$ cat config.mk
export PLATFORM = sky130hd
export DESIGN_NAME = adc_scan_ctrl
export DESIGN_NICKNAME = d
export VERILOG_FILES = /design/src/rtl/adc_scan_pkg.sv /design/src/rtl/adc_win_chk.sv /design/src/rtl/adc_scan_seq.sv /design/src/rtl/adc_result_bank.sv /design/src/rtl/adc_scan_ctrl.sv
export SDC_FILE = /design/constraint.sdc
export NUM_CORES = 1
export LEC_CHECK = 0
export BUFFER_PORTS_ARGS = -buffer_cell sky130_fd_sc_hd__buf_2
export CAP_MARGIN = 30
export CORE_ASPECT_RATIO = 0.6
export CORE_MARGIN = 2
export CORE_UTILIZATION = 32
export CTS_BUF_LIST = sky130_fd_sc_hd__clkbuf_16
export DETAILED_ROUTE_END_ITERATION = 12
export PLACE_DENSITY = 0.43
export SLEW_MARGIN = 0
export SYNTH_ARGS = -nofsm -noshare
export SYNTH_HDL_FRONTEND = slang
export SYNTH_SLANG_ARGS = --single-unit
$ cat constraint.sdc
create_clock -name clk -period 3.9 [get_ports clk]
set_input_delay 0.39 -clock clk [delete_from_list [all_inputs] [get_ports clk]]
set_output_delay 0.39 -clock clk [all_outputs]
set_load 0.01 [all_outputs]
$ cat src/rtl/adc_scan_pkg.sv
// Shared constants for the scanning converter sequencer: register byte
// addresses, control/status bit positions, sample width and sequencer states.
package adc_scan_pkg;
    localparam int unsigned SMP_W = 10;
    localparam int unsigned AW    = 6;

    localparam logic [AW-1:0] A_CSR    = 6'd0;
    localparam logic [AW-1:0] A_CFG    = 6'd1;
    localparam logic [AW-1:0] A_HTH_H  = 6'd2;
    localparam logic [AW-1:0] A_HTH_L  = 6'd3;
    localparam logic [AW-1:0] A_LTH_H  = 6'd4;
    localparam logic [AW-1:0] A_LTH_L  = 6'd5;
    localparam logic [AW-1:0] A_EN_H   = 6'd6;
    localparam logic [AW-1:0] A_EN_L   = 6'd7;
    localparam logic [AW-1:0] A_WST_H  = 6'd8;
    localparam logic [AW-1:0] A_WST_L  = 6'd9;
    localparam logic [AW-1:0] A_BUF0   = 6'd16;

    localparam int unsigned B_EOC   = 7;
    localparam int unsigned B_AWD   = 6;
    localparam int unsigned B_EOCIE = 5;
    localparam int unsigned B_AWDIE = 4;

    typedef enum logic {SQ_IDLE, SQ_CONV} sq_state_t;
endpackage

$ cat src/rtl/adc_win_chk.sv
// Window comparator: flags a sample lying strictly outside [lo, hi].
// Assumes unsigned samples; equality with a bound counts as inside.
module adc_win_chk #(
    parameter int unsigned W = 10
) (
    input  logic [W-1:0] sample,
    input  logic [W-1:0] lo,
    input  logic [W-1:0] hi,
    output logic         outside
);
    // Strict comparison on both bounds.
    always_comb outside = (sample < lo) || (sample > hi);
endmodule

$ cat src/rtl/adc_scan_seq.sv
// Scan sequencer: on start, requests channels 0..last one at a time and
// advances only on the result strobe. Assumes start is ignored while busy
// and that last is clamped to the channel count.
module adc_scan_seq #(
    parameter int unsigned NCH = 10,
    parameter int unsigned CHW = 4
) (
    input  logic           clk,
    input  logic           rst_n,
    input  logic           start,
    input  logic [CHW-1:0] last_in,
    input  logic           res_valid,
    output logic           busy,
    output logic [CHW-1:0] cur_ch,
    output logic           store,
    output logic           done
);
    import adc_scan_pkg::*;
    localparam logic [CHW-1:0] TOP_CH = CHW'(NCH - 1);

    sq_state_t      state_q;
    logic [CHW-1:0] ch_q, last_q;

    // Sequencer state, current channel and captured highest channel.
    always_ff @(posedge clk) begin
        if (!rst_n) begin
            state_q <= SQ_IDLE;
            ch_q    <= '0;
            last_q  <= '0;
        end else if (state_q == SQ_IDLE) begin
            if (start) begin
                state_q <= SQ_CONV;
                ch_q    <= '0;
                last_q  <= (last_in > TOP_CH) ? TOP_CH : last_in;
            end
        end else if (res_valid) begin
            if (ch_q == last_q) state_q <= SQ_IDLE;
            else                ch_q    <= ch_q + 1'b1;
        end
    end

    // Handshake outputs and per-result strobes.
    always_comb begin
        busy   = (state_q == SQ_CONV);
        cur_ch = ch_q;
        store  = busy && res_valid;
        done   = store && (ch_q == last_q);
    end
endmodule

$ cat src/rtl/adc_result_bank.sv
// Per-channel result buffers with read formatting. Stores raw samples and
// applies right or left alignment when a byte is read.
module adc_result_bank #(
    parameter int unsigned NCH = 10,
    parameter int unsigned CHW = 4,
    parameter int unsigned W   = 10
) (
    input  logic           clk,
    input  logic           rst_n,
    input  logic           wr_en,
    input  logic [CHW-1:0] wr_ch,
    input  logic [W-1:0]   wr_data,
    input  logic [CHW-1:0] rd_ch,
    input  logic           align_right,
    output logic [7:0]     rd_hi,
    output logic [7:0]     rd_lo
);
    localparam int unsigned PAD = 16 - W;

    logic [W-1:0] buf_q [NCH];

    for (genvar g = 0; g < NCH; g++) begin : g_buf
        // One buffer register per channel.
        always_ff @(posedge clk) begin
            if (!rst_n)                                 buf_q[g] <= '0;
            else if (wr_en && (wr_ch == CHW'(g)))       buf_q[g] <= wr_data;
        end
    end

    logic [W-1:0]  sel;
    logic [15:0]   packed16;

    // Select and align the addressed buffer.
    always_comb begin
        sel      = (rd_ch < CHW'(NCH)) ? buf_q[rd_ch] : '0;
        packed16 = align_right ? {{PAD{1'b0}}, sel} : {sel, {PAD{1'b0}}};
        rd_hi    = packed16[15:8];
        rd_lo    = packed16[7:0];
    end
endmodule

$ cat src/rtl/adc_scan_ctrl.sv
// Register-mapped scanning converter controller with per-channel window
// watchdog. Assumes NCH <= 10 (enable/status fit two bytes, channel 4 bits)
// and a converter that answers each held request with one valid strobe.
module adc_scan_ctrl #(
    parameter int unsigned NCH = 10
) (
    input  logic       clk,
    input  logic       rst_n,
    input  logic       reg_wr,
    input  logic [5:0] reg_addr,
    input  logic [7:0] reg_wdata,
    output logic [7:0] reg_rdata,
    output logic       irq,
    output logic       conv_req,
    output logic [3:0] conv_ch,
    input  logic [9:0] conv_data,
    input  logic       conv_valid
);
    import adc_scan_pkg::*;
    localparam int unsigned CHW = 4;
    localparam logic [AW-1:0] A_BUF_END = A_BUF0 + AW'(2 * NCH);

    logic             eoc_q, awd_q, eocie_q, awdie_q, pwr_q, alr_q;
    logic [CHW-1:0]   chf_q;
    logic [SMP_W-1:0] hth_q, lth_q;
    logic [NCH-1:0]   en_q, wst_q;

    logic             busy, store, done, outside, evt, start;
    logic [CHW-1:0]   cur_ch, rd_ch;
    logic [NCH-1:0]   evt_vec;
    logic [7:0]       buf_hi, buf_lo;
    logic [AW-1:0]    buf_off;
    logic [15:0]      en16, wst16, wmask;

    // Decode a start: on-bit written while already on and idle.
    always_comb start = reg_wr && (reg_addr == A_CFG) && reg_wdata[0] && pwr_q && !busy;

    adc_scan_seq #(.NCH(NCH), .CHW(CHW)) u_seq (
        .clk(clk), .rst_n(rst_n), .start(start), .last_in(chf_q),
        .res_valid(conv_valid), .busy(busy), .cur_ch(cur_ch),
        .store(store), .done(done)
    );

    adc_win_chk #(.W(SMP_W)) u_win (
        .sample(conv_data), .lo(lth_q), .hi(hth_q), .outside(outside)
    );

    adc_result_bank #(.NCH(NCH), .CHW(CHW), .W(SMP_W)) u_bank (
        .clk(clk), .rst_n(rst_n), .wr_en(store), .wr_ch(cur_ch),
        .wr_data(conv_data), .rd_ch(rd_ch), .align_right(alr_q),
        .rd_hi(buf_hi), .rd_lo(buf_lo)
    );

    // Gate the window result by the channel's enable bit.
    always_comb begin
        evt     = store && en_q[cur_ch] && outside;
        evt_vec = evt ? (NCH'(1) << cur_ch) : '0;
    end

    // Control/status register: software write first, hardware set wins.
    always_ff @(posedge clk) begin
        if (!rst_n) begin
            eoc_q <= 1'b0; awd_q <= 1'b0; eocie_q <= 1'b0; awdie_q <= 1'b0;
            chf_q <= '0;
        end else begin
            if (reg_wr && reg_addr == A_CSR) begin
                eoc_q   <= eoc_q & reg_wdata[B_EOC];
                awd_q   <= awd_q & reg_wdata[B_AWD];
                eocie_q <= reg_wdata[B_EOCIE];
                awdie_q <= reg_wdata[B_AWDIE];
                if (!busy) chf_q <= reg_wdata[CHW-1:0];
            end
            if (done) begin
                eoc_q <= 1'b1;
                chf_q <= cur_ch;
            end
            if (evt) awd_q <= 1'b1;
        end
    end

    // Configuration: power/wake and alignment.
    always_ff @(posedge clk) begin
        if (!rst_n) begin
            pwr_q <= 1'b0; alr_q <= 1'b0;
        end else if (reg_wr && reg_addr == A_CFG) begin
            pwr_q <= reg_wdata[0];
            alr_q <= reg_wdata[1];
        end
    end

    // Window thresholds, each split as bits 9:2 and bits 1:0.
    always_ff @(posedge clk) begin
        if (!rst_n) begin
            hth_q <= '0; lth_q <= '0;
        end else if (reg_wr) begin
            case (reg_addr)
                A_HTH_H: hth_q[9:2] <= reg_wdata;
                A_HTH_L: hth_q[1:0] <= reg_wdata[1:0];
                A_LTH_H: lth_q[9:2] <= reg_wdata;
                A_LTH_L: lth_q[1:0] <= reg_wdata[1:0];
                default: ;
            endcase
        end
    end

    // Build the write-zero-to-clear mask for the status word.
    always_comb begin
        en16  = 16'(en_q);
        wst16 = 16'(wst_q);
        wmask = 16'hFFFF;
        if (reg_wr && reg_addr == A_WST_H) wmask[15:8] = reg_wdata;
        if (reg_wr && reg_addr == A_WST_L) wmask[7:0]  = reg_wdata;
    end

    // Watchdog enables and per-channel status.
    always_ff @(posedge clk) begin
        if (!rst_n) begin
            en_q <= '0; wst_q <= '0;
        end else begin
            if (reg_wr && reg_addr == A_EN_H) en_q <= NCH'({reg_wdata, en16[7:0]});
            if (reg_wr && reg_addr == A_EN_L) en_q <= NCH'({en16[15:8], reg_wdata});
            wst_q <= (wst_q & wmask[NCH-1:0]) | evt_vec;
        end
    end

    // Read multiplexer; buffer bytes are high at even, low at odd offsets.
    always_comb begin
        buf_off   = reg_addr - A_BUF0;
        rd_ch     = buf_off[CHW:1];
        reg_rdata = '0;
        case (reg_addr)
            A_CSR:   reg_rdata = {eoc_q, awd_q, eocie_q, awdie_q, busy ? cur_ch : chf_q};
            A_CFG:   reg_rdata = {6'b0, alr_q, pwr_q};
            A_HTH_H: reg_rdata = hth_q[9:2];
            A_HTH_L: reg_rdata = {6'b0, hth_q[1:0]};
            A_LTH_H: reg_rdata = lth_q[9:2];
            A_LTH_L: reg_rdata = {6'b0, lth_q[1:0]};
            A_EN_H:  reg_rdata = en16[15:8];
            A_EN_L:  reg_rdata = en16[7:0];
            A_WST_H: reg_rdata = wst16[15:8];
            A_WST_L: reg_rdata = wst16[7:0];
            default:
                if (reg_addr >= A_BUF0 && reg_addr < A_BUF_END)
                    reg_rdata = buf_off[0] ? buf_lo : buf_hi;
        endcase
    end

    // Output drive.
    always_comb begin
        irq      = (eoc_q && eocie_q) || (awd_q && awdie_q);
        conv_req = busy;
        conv_ch  = cur_ch;
    end
endmodule

==> qor.yml <==
synthFlopType: "edfxtp_1"
grt_first_pass_wirelength_um: 41900
cts_setup_buffers: 0
syn2layout_area_growth_pct: 13.8
hold_path_class: "input pin to register"
synthArstFlopShare_pct: 0
ys_warn_count: 0
io_buffers: 41
avgSynthCellArea_um2: 10.7
num_vias: 6522
grt-ovfl-total: 0
p_per_area_nw_per_um2: 414
core_um2: 25300
outcome: "completed"
routed.top_layer: "met4"
crit_path_end_kind: "output port"
cts_tree: "built"
r2r_setup_slack_ns: 1.23
whs_path_depth: 3
cts_buffer_depth: 2
clockRootBuffer: "clkbuf_16"
syn_nets: 822
fp.dieArea_um2: 27100
cts_buffers: 17
power.leakage_nw: 3.72
post_dp_cell_area_um2: 8770
wl_met2_um: 11100
finalInstanceArea_um2: 9400
fin_tns_setup_ns: 0
hpwl_um: 21100
startpoint_type: "input pin"
required_ns: 3.51
slew_headroom_pct: 35.4
antenna_found_initial: 2
clk_latency_ns: 0.44
fin_util_pct: 37.1
initial_core_util_pct: 32.6
synth_area_um2: 8250
wl_per_cell_um: 25.6
fmax_mhz: 328
route.met3.wl_um: 2610
num_rows: 45
cts.sinks: 159
min_to: "lth_q[6]"
die_h_um: 128
postSynthCellCount: 769
drtPass1Iterations: 7
drc_errors: 0
cap_violations: 0
worstSetupPathType: "input pin to output port"
synth_edf_count: 100
ctsResizeCount: 0
reg2reg_depth: 4
wirelength_um: 29100
num-fill-cells: 2490
slew_viol_final: 0
regArea_um2: 4180
worstPathMaxFanout: 28
clock_skew_ns: 0.0101
worstSetupStartpoint: "reg_addr[2]"
ant_nets: 0
drtIter0Drc: 750
hold_viol: 0
grt_max_degree: 63
ys_seq_elements: 159
io_pins: 42
reg2reg_from: "u_seq.cur_ch[0]"
totalPowerFinal_w: 0.00389
setup_viol: 0
drive_above_1_share_pct: 15.2
wl_met1_um: 15100
cts_hold_buf: 0
nets: 844
clk_pin_slew_ns: 0.06
via_per_inst: 5.75
grt_pass1_vias: 6101
yosysSeqAreaShare_pct: 50.7
routabilityCongestion: 0.950
multi_input_area_um2: 3750
arrival_ns: 2.66
synth_cell_type_count: 58
stdcell_count: 1134
hp-start: "reg_wdata[4]"
cts_max_level: 4
rsz0062_at_grt: "false"
worstMarginPinSlew_ns: 0.968
grt_use_total_pct: 21.9
rr_endpoint: "u_bank.buf_q[6][5]"
fin_crit_sh_pct: 78.2
die_w_um: 211
ir_drop_mv: 0.264
place_inst: 1101
min_period_ns: 3.05
==> cell families (layout without fill, tap and decap cells) <==
| family | after synthesis | count (layout) | share of synthesized area, % |
|---|---|---|---|
| AOI/OAI and AO/OA | 128 | 128 | 10.9 |
| xor gates and xnor gates | 5 | 5 | 0.531 |
| adders and majority gates | 25 | 25 | 3.79 |
| buffers and inverters | 83 | 118 | 3.93 |
| DFF | 159 | 159 | 50.7 |
| muxes | 74 | 74 | 11.2 |
| other | 0 | 1 | 0 |
| and+or+nand+nor | 295 | 295 | 19.0 |
==> flip-flops by register name, indices dropped and copies added (netlist names), 4 cells and up <==
signal and count:
u_seq.last_q 4, u_bank.buf_q 100, u_seq.cur_ch 4, wst_q 10, hth_q 10, chf_q 4, lth_q 10, en_q 10
==> stage by stage <==
stage / setup WS, ns / hold slack, ns
after floorplan: 1.43 / 0.435
after global placement: 0.856 / 0.451
after detailed placement: 0.859 / 0.462
after CTS: 0.825 / 0.254
after global routing: 0.716 / 0.265
final: 0.850 / 0.275
==> synth_stat cells (3+ instances only) <==
cell type | count | area, um^2
edfxtp_1 | 100 | 3000
and3_1 | 77 | 482
nand2_1 | 74 | 278
dfxtp_1 | 59 | 1180
mux2i_1 | 47 | 470
clkbuf_1 | 43 | 161
nor2_1 | 35 | 131
nand3_1 | 32 | 160
inv_1 | 30 | 113
ha_1 | 25 | 313
o21ai_0 | 25 | 125
nor2b_1 | 22 | 138
and2_1 | 19 | 119
mux2_2 | 14 | 158
o211ai_1 | 14 | 105
mux4_2 | 13 | 293
a21boi_0 | 12 | 90.1
a21oi_1 | 12 | 60.1
a22oi_1 | 10 | 75.1
o22ai_1 | 9 | 56.3
a21boi_1 | 7 | 52.6
nand2b_1 | 7 | 43.8
a221oi_1 | 5 | 43.8
a222oi_1 | 5 | 50.1
nand4_1 | 5 | 31.3
nor3_1 | 5 | 25.0
xor2_1 | 5 | 43.8
a211oi_1 | 4 | 30.0
buf_1 | 4 | 15.0
buf_2 | 4 | 20.0
nand3b_1 | 4 | 30.0
o221ai_1 | 4 | 35.0
a21o_1 | 3 | 22.5
nor4_1 | 3 | 18.8
or2_2 | 3 | 18.8
==> layout make-up <==
class | instances | area share [%]
Sequential cell | 159 | 44.5
Inverter | 31 | 1.24
Timing Repair Buffer | 55 | 3.30
Antenna cell | 1 | 0.0266
Clock buffer | 17 | 4.53
Multi-Input combinational cell | 527 | 39.9
Tap cell | 329 | 4.38
Clock inverter | 15 | 2.08
==> worst max-delay path, stage by stage <==
cell and delay [ns]:
buf_2 0.33, or4b_4 0.66, nor2_1 0.58, a22oi_1 0.18
o21ai_0 0.16, a221o_1 0.19, buf_2 0.14
==> metal layers <==
metal | up-vias | global-route usage, %
met5 | - | 0
met2 | 299 | 27.6
met3 | 18 | 6.30
met1 | 3310 | 35.4
met4 | 0 | 5.26
li1 | 2895 | -
==> layout by cell type, fill, tap and decap left out, types with 7 or more instances in the layout <==
master and instances:
nand2b_1 7, a21oi_1 12, o21ai_0 25, buf_4 14, mux2i_1 47, edfxtp_1 100, a21boi_0 12, nand3_1 32
clkbuf_16 17, dfxtp_1 59, o22ai_1 9, ha_1 25, a21boi_1 7, and2_1 19, mux4_2 13, o211ai_1 14
nor2b_1 22, a22oi_1 10, mux2_2 14, nor2_1 33, nand2_1 74, buf_2 41, and3_1 77, inv_1 30
==> power breakdown <==
| group | internal (W) | total (W) | switching [W] | leakage (nW) |
|---|---|---|---|---|
| Clock | 0.00107 | 0.00178 | 0.000712 | 0.290 |
| Sequential | 0.00182 | 0.00183 | 0.0000136 | 1.51 |
| Combinational | 0.0000851 | 0.000276 | 0.000191 | 1.92 |
==> worst max-delay path by stage <==
stage | end | slack [ns] | cells past startpoint
final | reg_rdata[7] | 0.85 | 7
after global routing | reg_rdata[1] | 0.72 | 7
after CTS | reg_rdata[5] | 0.83 | 8
after detailed placement | reg_rdata[5] | 0.86 | 8
after global placement | reg_rdata[5] | 0.86 | 8
after floorplan | reg_rdata[6] | 1.43 | 6
Note: power is estimated with default switching activity, not from simulation.
